$ cat src/rtl/brgen_pkg.sv
package brgen_pkg;
  localparam int unsigned INSN_W  = 32;
  localparam int unsigned LI_W    = 24;
  localparam int unsigned BD_W    = 14;

  localparam logic [5:0] OP_UNCOND = 6'd18;
  localparam logic [5:0] OP_COND   = 6'd16;
  localparam logic [5:0] OP_REGIND = 6'd19;
  localparam logic [9:0] XO_LR     = 10'd16;
  localparam logic [9:0] XO_CTR    = 10'd528;

  typedef enum logic [1:0] {
    KIND_NONE = 2'd0,
    KIND_DISP = 2'd1,
    KIND_REG  = 2'd2
  } br_kind_e;
endpackage

$ cat src/rtl/br_decode.sv
module br_decode
  import brgen_pkg::*;
#(
  parameter int unsigned XLEN = 32
) (
  input  logic [INSN_W-1:0] insn_i,
  output br_kind_e          kind_o,
  output logic              needs_cond_o,
  output logic              link_o,
  output logic              abs_o,
  output logic              use_ctr_o,
  output logic [XLEN-1:0]   disp_o
);
  localparam int unsigned LI_EXT = XLEN - LI_W - 2;
  localparam int unsigned BD_EXT = XLEN - BD_W - 2;

  logic [5:0]      opcd;
  logic [LI_W-1:0] li;
  logic [BD_W-1:0] bd;
  logic [4:0]      zero_fld;
  logic [9:0]      xo;

  assign opcd     = insn_i[31:26];
  assign li       = insn_i[25:2];
  assign bd       = insn_i[15:2];
  assign zero_fld = insn_i[15:11];
  assign xo       = insn_i[10:1];

  always_comb begin
    kind_o       = KIND_NONE;
    needs_cond_o = 1'b0;
    link_o       = insn_i[0];
    abs_o        = insn_i[1];
    use_ctr_o    = 1'b0;
    disp_o       = '0;
    unique case (opcd)
      OP_UNCOND: begin
        kind_o = KIND_DISP;
        disp_o = {{LI_EXT{li[LI_W-1]}}, li, 2'b00};
      end
      OP_COND: begin
        kind_o       = KIND_DISP;
        needs_cond_o = 1'b1;
        disp_o       = {{BD_EXT{bd[BD_W-1]}}, bd, 2'b00};
      end
      OP_REGIND: begin
        abs_o = 1'b0;
        if (zero_fld == 5'd0 && (xo == XO_LR || xo == XO_CTR)) begin
          kind_o       = KIND_REG;
          needs_cond_o = 1'b1;
          use_ctr_o    = (xo == XO_CTR);
        end
      end
      default: ;
    endcase
    if (kind_o == KIND_NONE) link_o = 1'b0;
  end
endmodule

$ cat src/rtl/br_target.sv
module br_target
  import brgen_pkg::*;
#(
  parameter int unsigned XLEN = 32
) (
  input  br_kind_e        kind_i,
  input  logic            abs_i,
  input  logic            use_ctr_i,
  input  logic [XLEN-1:0] disp_i,
  input  logic [XLEN-1:0] pc_i,
  input  logic [XLEN-1:0] lr_i,
  input  logic [XLEN-1:0] ctr_i,
  output logic [XLEN-1:0] target_o
);
  localparam logic [XLEN-1:0] ALIGN_MASK = {{(XLEN-2){1'b1}}, 2'b00};

  logic [XLEN-1:0] disp_tgt;
  logic [XLEN-1:0] reg_tgt;

  assign disp_tgt = abs_i ? disp_i : (pc_i + disp_i);
  assign reg_tgt  = use_ctr_i ? ctr_i : lr_i;
  assign target_o = ((kind_i == KIND_REG) ? reg_tgt : disp_tgt) & ALIGN_MASK;
endmodule

$ cat src/rtl/branch_next_addr.sv
module branch_next_addr
  import brgen_pkg::*;
#(
  parameter int unsigned XLEN = 32
) (
  input  logic              clk_i,
  input  logic              rst_ni,
  input  logic              valid_i,
  input  logic [INSN_W-1:0] insn_i,
  input  logic [XLEN-1:0]   pc_i,
  input  logic              cond_met_i,
  input  logic              ctr_we_i,
  input  logic [XLEN-1:0]   ctr_wdata_i,
  output logic [XLEN-1:0]   next_pc_o,
  output logic [XLEN-1:0]   lr_o,
  output logic [XLEN-1:0]   ctr_o
);
  localparam logic [XLEN-1:0] ALIGN_MASK = {{(XLEN-2){1'b1}}, 2'b00};
  localparam logic [XLEN-1:0] STEP       = XLEN'(4);

  br_kind_e        kind;
  logic            needs_cond, link, abs_sel, use_ctr, taken;
  logic [XLEN-1:0] disp, target, seq, next_d;
  logic [XLEN-1:0] next_q, lr_q, ctr_q;

  br_decode #(.XLEN(XLEN)) u_dec (
    .insn_i      (insn_i),
    .kind_o      (kind),
    .needs_cond_o(needs_cond),
    .link_o      (link),
    .abs_o       (abs_sel),
    .use_ctr_o   (use_ctr),
    .disp_o      (disp)
  );

  br_target #(.XLEN(XLEN)) u_tgt (
    .kind_i   (kind),
    .abs_i    (abs_sel),
    .use_ctr_i(use_ctr),
    .disp_i   (disp),
    .pc_i     (pc_i),
    .lr_i     (lr_q),
    .ctr_i    (ctr_q),
    .target_o (target)
  );

  assign seq    = pc_i + STEP;
  assign taken  = (kind != KIND_NONE) && (!needs_cond || cond_met_i);
  assign next_d = taken ? target : (seq & ALIGN_MASK);

  always_ff @(posedge clk_i or negedge rst_ni) begin
    if (!rst_ni) begin
      next_q <= '0;
      lr_q   <= '0;
    end else if (valid_i) begin
      next_q <= next_d;
      if (link) lr_q <= seq;  // old lr_q already consumed by target path
    end
  end

  always_ff @(posedge clk_i or negedge rst_ni) begin
    if (!rst_ni)       ctr_q <= '0;
    else if (ctr_we_i) ctr_q <= ctr_wdata_i;
  end

  assign next_pc_o = next_q;
  assign lr_o      = lr_q;
  assign ctr_o     = ctr_q;

  AST_NPC_ALIGNED: assert property (@(posedge clk_i) disable iff (!rst_ni)
    next_q[1:0] == 2'b00);
  AST_IDLE_HOLD: assert property (@(posedge clk_i) disable iff (!rst_ni)
    !valid_i |=> $stable(next_q) && $stable(lr_q));
  AST_NOT_TAKEN: assert property (@(posedge clk_i) disable iff (!rst_ni)
    valid_i && needs_cond && !cond_met_i
      |=> next_q == (($past(pc_i) + STEP) & ALIGN_MASK));
  AST_NONBR_SEQ: assert property (@(posedge clk_i) disable iff (!rst_ni)
    valid_i && kind == KIND_NONE
      |=> next_q == (($past(pc_i) + STEP) & ALIGN_MASK) && $stable(lr_q));
  AST_LINK_WRITE: assert property (@(posedge clk_i) disable iff (!rst_ni)
    valid_i && kind != KIND_NONE && insn_i[0] |=> lr_q == $past(pc_i) + STEP);
  AST_CTR_LOAD: assert property (@(posedge clk_i) disable iff (!rst_ni)
    ctr_we_i |=> ctr_q == $past(ctr_wdata_i));
  AST_CTR_KEEP: assert property (@(posedge clk_i) disable iff (!rst_ni)
    !ctr_we_i |=> $stable(ctr_q));
endmodule

$ cat config.mk
export PLATFORM = sky130hd
export DESIGN_NAME = branch_next_addr
export DESIGN_NICKNAME = d
export VERILOG_FILES = /design/src/rtl/brgen_pkg.sv /design/src/rtl/br_decode.sv /design/src/rtl/br_target.sv /design/src/rtl/branch_next_addr.sv
export SDC_FILE = /design/constraint.sdc
export NUM_CORES = 1
export LEC_CHECK = 0
export BUFFER_PORTS_ARGS = -buffer_cell sky130_fd_sc_hd__buf_2
export CORE_ASPECT_RATIO = 1.5
export CORE_MARGIN = 1.5
export CORE_UTILIZATION = 40
export DETAILED_ROUTE_END_ITERATION = 7
export HOLD_SLACK_MARGIN = 0.12
export PLACE_DENSITY = 0.67
export SLEW_MARGIN = 5
export SYNTH_ARGS = -nofsm -noshare
export SYNTH_HDL_FRONTEND = slang
export SYNTH_SLANG_ARGS = --single-unit
$ cat constraint.sdc
create_clock -name clk_i -period 1.8 [get_ports clk_i]
set_input_delay 0.09 -clock clk_i [delete_from_list [all_inputs] [get_ports clk_i]]
set_output_delay 0.09 -clock clk_i [all_outputs]
set_load 0.03 [all_outputs]
# [Word-level counts from Yosys, hierarchy flattened]
# Cells that the tools add are included.
# Widths: inputs -> output; s select.
[totals] reg_bits=96 in_bits=101 out_inout_bits=96 wordCells=34
[op_classes] addsub=2 eq_ne=6 muxes=13 reduce_logical=10
[op_table] op="$mux 32" count=4
[op_table] op="$pmux 32 s2" count=1
[op_table] op="$add 32x3->32 const B" count=1
[op_table] op="$add 32x32->32" count=1
[op_table] op="$eq 6x5->1 const B" count=3
[op_table] op="$eq 10x10->1 const B" count=1
[op_table] op="$eq 10x5->1 const B" count=1
[op_table] op="$logic_not 5->1" count=1
[op_table] op="$mux 1" count=5
[op_table] op="$pmux 2 s2" count=1
[op_table] op="$eq 2x2->1 const B" count=1
[op_table] op="$logic_and 1x1->1" count=2
[op_table] op="$logic_not 2->1" count=1
[op_table] op="$logic_or 1x1->1" count=2
[op_table] op="$mux 2" count=1
[op_table] op="$pmux 1 s2" count=1
[op_table] op="$reduce_and 2->1" count=1
[op_table] op="$reduce_bool 2->1" count=1
[op_table] op="$reduce_or 2->1" count=1
[op_table] op="$logic_not 1->1" count=1

# [Longest topological paths before layout]
[depth] word_depth=9 mapped_depth=14 ltp_nobuf=13

# [Hierarchy]
# Synthesis repeated with hierarchy kept, for this count alone.
[unflattened] hier_cells=881 hier_area_um2=7584.8
[modules_own_cells] module="branch_next_addr" n_inst=1 cells_each=486 area_per_inst_um2=4802.1 seq_area_each_um2=2402.3
[modules_own_cells] module="br_target" n_inst=1 cells_each=328 area_per_inst_um2=2389.8 seq_area_each_um2=0.0
[modules_own_cells] module="br_decode" n_inst=1 cells_each=67 area_per_inst_um2=392.9 seq_area_each_um2=0.0

# [Least setup slack after synthesis]
# No wires, ideal clock.
[synth_timing] path_type="input port to flip-flop" start="input port insn_i[31]" end="register next_q[25], in the netlist next_pc_o[25]" setup_ns=0.119 arrival_ns=3.112 required_time_ns=1.681 path_slack_ns=-1.431 path_stages=14 n_path_buf=1 path_cell_list="or4b_4 > nor2_1 > buf_2 > nand2_1 > inv_1 > ha_1 > a21o_1 > a21o_1 > o31ai_1 > a21oi_1 > or4_4 > a21o_1 > a31o_1 > o21a_1"
[synth_via] elab_chain_len=6 elab_cells_between_ends=19 cone_classes="add/sub: 1; eq/ne: 4; mux: 9; reduce/logical: 5"
[synth_lines] element="start, declared" line="branch_next_addr.sv:9" text="input logic [INSN_W-1:0] insn_i,"
[synth_lines] element="$eq 6x5->1" line="br_decode.sv:36" text="unique case (opcd)"
[synth_lines] element="$pmux 32 s2 (tied with other cells)" line="br_decode.sv:36"
[synth_lines] element="$add 32x32->32 (tied with other cells)" line="br_target.sv:20" text="assign disp_tgt = abs_i ? disp_i : (pc_i + disp_i);"
[synth_lines] element="$mux 32 (tied with other cells)" line="br_target.sv:20"
[synth_lines] element="$mux 32 or $logic_and 1x1->1 (tied branches)" line="br_target.sv:22, branch_next_addr.sv:48"
[synth_lines] element="$mux 32 (*)" line="branch_next_addr.sv:49" text="assign next_d = taken ? target : (seq & ALIGN_MASK);"
[synth_lines] element="end signal, assigned" line="branch_next_addr.sv:56" text="next_q <= next_d;"
[synth_lines] element="end, declared" line="branch_next_addr.sv:24" text="logic [XLEN-1:0] next_q, lr_q, ctr_q;"
# Mark *: on every way between the ends. The rest lies on a longest branch, timed or not.
# A chain may end at the register's enable or synchronous reset.

# [Final worst setup path]
# Same ends and word-level chain as after synthesis.

==> flow_metrics.py <==
metrics = {
    "run_status": {
        "status": "finished with violations",
        "failed_checks": "negative setup slack",
    },
    "cts": {
        "clk_pin_slew_ps": 70,
        "ctsLongestPathBuffers": 2,
        "cts_made_buffers": 9,
        "cts-root-buf": "clkbuf_16",
        "cts_tree": "yes",
        "cts_sinks": 94,
        "clk-insertion-delay-late_ps": 350,
        "htreeDepth": 3,
    },
    "final_layout": {
        "drive_above_1_share": 0.522,
        "diodes": 0,
        "final.fill_count": 1341,
        "design_area_um2": 11300,
        "utilization": 0.669,
        "ff_latch_area_um2": 2350,
        "finalNetCount": 1336,
        "stdcell_count": 1419,
        "area_growth_pct": 62.7,
        "multi_input_area_um2": 5100,
    },
    "worst_setup_path": {
        "slowest_stage": "or4b_4",
        "cp_max_fo": 6,
        "cp.required_ps": 2040,
        "cp_top_family": "simple AND/OR/NAND/NOR gates",
        "startpoint_type": "input pin",
        "arrival_ps": 3280,
        "crit_type": "input pin to register",
        "worstPathCellList": "buf_6 > or4b_4 > nor2_4 > buf_6 > and2_4 > ha_4 > a21o_1 > buf_6 > a31oi_4 > a21o_1 > a21oi_2 > or4_4 > a21o_1 > a31o_1 > o21a_1",
        "crit_path_max_incr_delay_ps": 550,
        "cp_num_buf_inv": 3,
        "end_kind": "register",
    },
    "drt": {
        "avgViaCountPerCell": 5.52,
        "drt-initial-drc-count": 436,
        "vias": 7826,
        "firstDrtPassIters": 5,
        "post-route-drc-count": 0,
        "ant_nets": 0,
        "post_drt_wl_per_cell_um": 18.5,
        "routed_wirelength_um": 26200,
    },
    "place": {
        "io_buffers": 194,
        "dp_slack_ps": -1680,
        "dp_hpwl_um": 20000,
        "placed_cell_area_um2": 9760,
        "dp.cells": 1351,
        "routabilityCongestion": 0.939,
    },
    "synthesis": {
        "netlist_area_um2": 6930,
        "ys_seq_area_frac": 0.340,
        "syn_area_per_cell_um2": 8.96,
        "synth_edf_count": 0,
        "ys_seq_elements": 94,
        "netlist.area_leader.share": 0.340,
        "yosysUniqueCellTypes": 75,
        "ys_warn_count": 0,
        "synth.area.top_cells": "dfrtp_1, mux2_2, a21oi_1, ha_1, nor2_1",
        "ys.flop_type": "dfrtp_1",
        "async_reset_ff_frac": 1.00,
        "synthCells": 773,
        "yosysTopAreaCell": "dfrtp_1",
    },
    "global_route": {
        "antenna_found_initial": 0,
        "grt_max_degree": 95,
        "grtUsageTotal": 0.279,
        "grt_pass1_wl_um": 40400,
        "grt_pass1_vias": 7738,
        "grt_overflow_total": 0,
    },
    "timing": {
        "skew_ps": 6.60,
        "min_period_ps": 3040,
        "hold_violations": 0,
        "fmax_ghz": 0.329,
        "rsz0062_at_grt": "yes",
        "timing.final.crit_share": 1.69,
        "tightestPinTransition_ps": 537,
        "slew_viol_final": 0,
        "fin_ws_ps": -1240,
        "relSlewSlack": 0.641,
        "setup_violations": 33,
    },
    "power": {
        "peakVddDrop_v": 0.000776,
        "power_uw": 6930,
        "power_density_nw_per_um2": 615,
        "p_leak_uw": 0.00536,
    },
    "flow_run": {
        "cap_violations": 0,
    },
    "floorplanning": {
        "rows": 58,
        "fp.dieArea_um2": 18100,
        "die_w_um": 110,
        "die_h_um": 164,
        "core_area_um2": 16800,
        "start_util": 0.411,
        "boundaryPins": 197,
    },
    "min_path": {
        "hp-class": "input pin to register",
    },
}
final cells by class:
cell class / count / area share
repair buffers: 459 / 0.284
clock inverters: 4 / 0.00244
clock buffers: 12 / 0.0236
multi-input cells: 625 / 0.453
well taps: 210 / 0.0233
flip-flops and latches: 94 / 0.209
inverters: 15 / 0.00500
cells in the mapped netlist (10+ instances only):
| cell type | n |
|---|---|
| nand2_1 | 69 |
| nor2_1 | 74 |
| mux2_2 | 48 |
| o22ai_1 | 10 |
| dfrtp_1 | 94 |
| a21oi_1 | 82 |
| nand3_1 | 21 |
| and3_1 | 12 |
| mux2i_1 | 18 |
| clkbuf_1 | 17 |
| ha_1 | 30 |
| and2_1 | 16 |
| buf_2 | 13 |
| inv_1 | 15 |
| xnor2_1 | 24 |
| a21o_1 | 15 |
| o21ai_0 | 28 |
| xor2_1 | 27 |
| a211oi_1 | 12 |
worst paths after layout:
path / start / to / slack (ps) / depth (start not counted)
max in group asynchronous: rst_ni / ctr_o[24]$_DFFE_PN0P_ / 1040 / 3
worst max register to register: lr_o[11]$_DFFE_PN0P_ / next_pc_o[11]$_DFFE_PN0P_ / 400 / 4
worst max-delay path: insn_i[31] / next_pc_o[25]$_DFFE_PN0P_ / -1240 / 15
worst min-delay path: pc_i[27] / next_pc_o[27]$_DFFE_PN0P_ / 170 / 4
worst min register to register: next_pc_o[13]$_DFFE_PN0P_ / next_pc_o[13]$_DFFE_PN0P_ / 490 / 1
min in group asynchronous: rst_ni / next_pc_o[7]$_DFFE_PN0P_ / 330 / 3
flip-flops by register name, summed over array words and instances (netlist names):
signal,count
ctr_o,32
lr_o,32
next_pc_o,30
worst reg2reg max path, cell delays in order, from the launching register on:
cell and delay, ps:
dfrtp_1 420, mux2i_1 260, o22ai_1 150, o311ai_2 340, o21ai_1 110
cells by family (layout without fill, tap and decap cells):
group,count (synthesis),after routing,synth area share
simple gates,240,240,0.166
flops,94,94,0.340
fa+ha+maj,31,31,0.0571
xor+xnor,51,51,0.0645
other cells,1,2,0.000541
compound gates,229,229,0.223
buf+inv,55,490,0.0354
mux,72,72,0.114
power breakdown:
group          switching, uW  total (uW)  internal (uW)
sequential               243        2620           2380
combinational           1410        2410            998
clock                    845        1900           1060
cell usage in the layout, fill, tap and decap left out, types with 18 or more instances in the layout:
| cell type | count |
|---|---|
| xor2_1 | 25 |
| dlygate4sd3_1 | 36 |
| dfrtp_1 | 94 |
| nand3_1 | 20 |
| nand2_1 | 65 |
| a21oi_2 | 33 |
| mux2i_1 | 18 |
| ha_1 | 19 |
| xnor2_1 | 23 |
| buf_2 | 190 |
| buf_6 | 20 |
| a21oi_1 | 48 |
| mux2_2 | 42 |
| nor2_1 | 53 |
| buf_4 | 207 |
repair_timing:
action,4_1_cts,5_1_grt
hold endpoints to repair,129,0
hold buffers,36,0
endpoints found under the setup margin,61,61
cloned,2,2
pin swaps,53,34
buffers inserted,9,5
resized for setup,65,103
metrics by stage:
stage / hold slack, ps / setup TNS (ps)
after detailed placement: 184 / -55120
after floorplan: -206 / -27530
after global routing: 209 / -31800
after CTS: 170 / -27540
final: 174 / -27860
after global placement: 173 / -51700
routing by layer:
metal	vias to the layer above	GRT usage	wire [um]
met4	0	0.132	1230
li1	3705	-	-
met2	294	0.476	12900
met1	3748	0.349	10600
met3	79	0.0391	1520
met5	-	0	0
No activity file was read; power rests on OpenSTA's default activity.
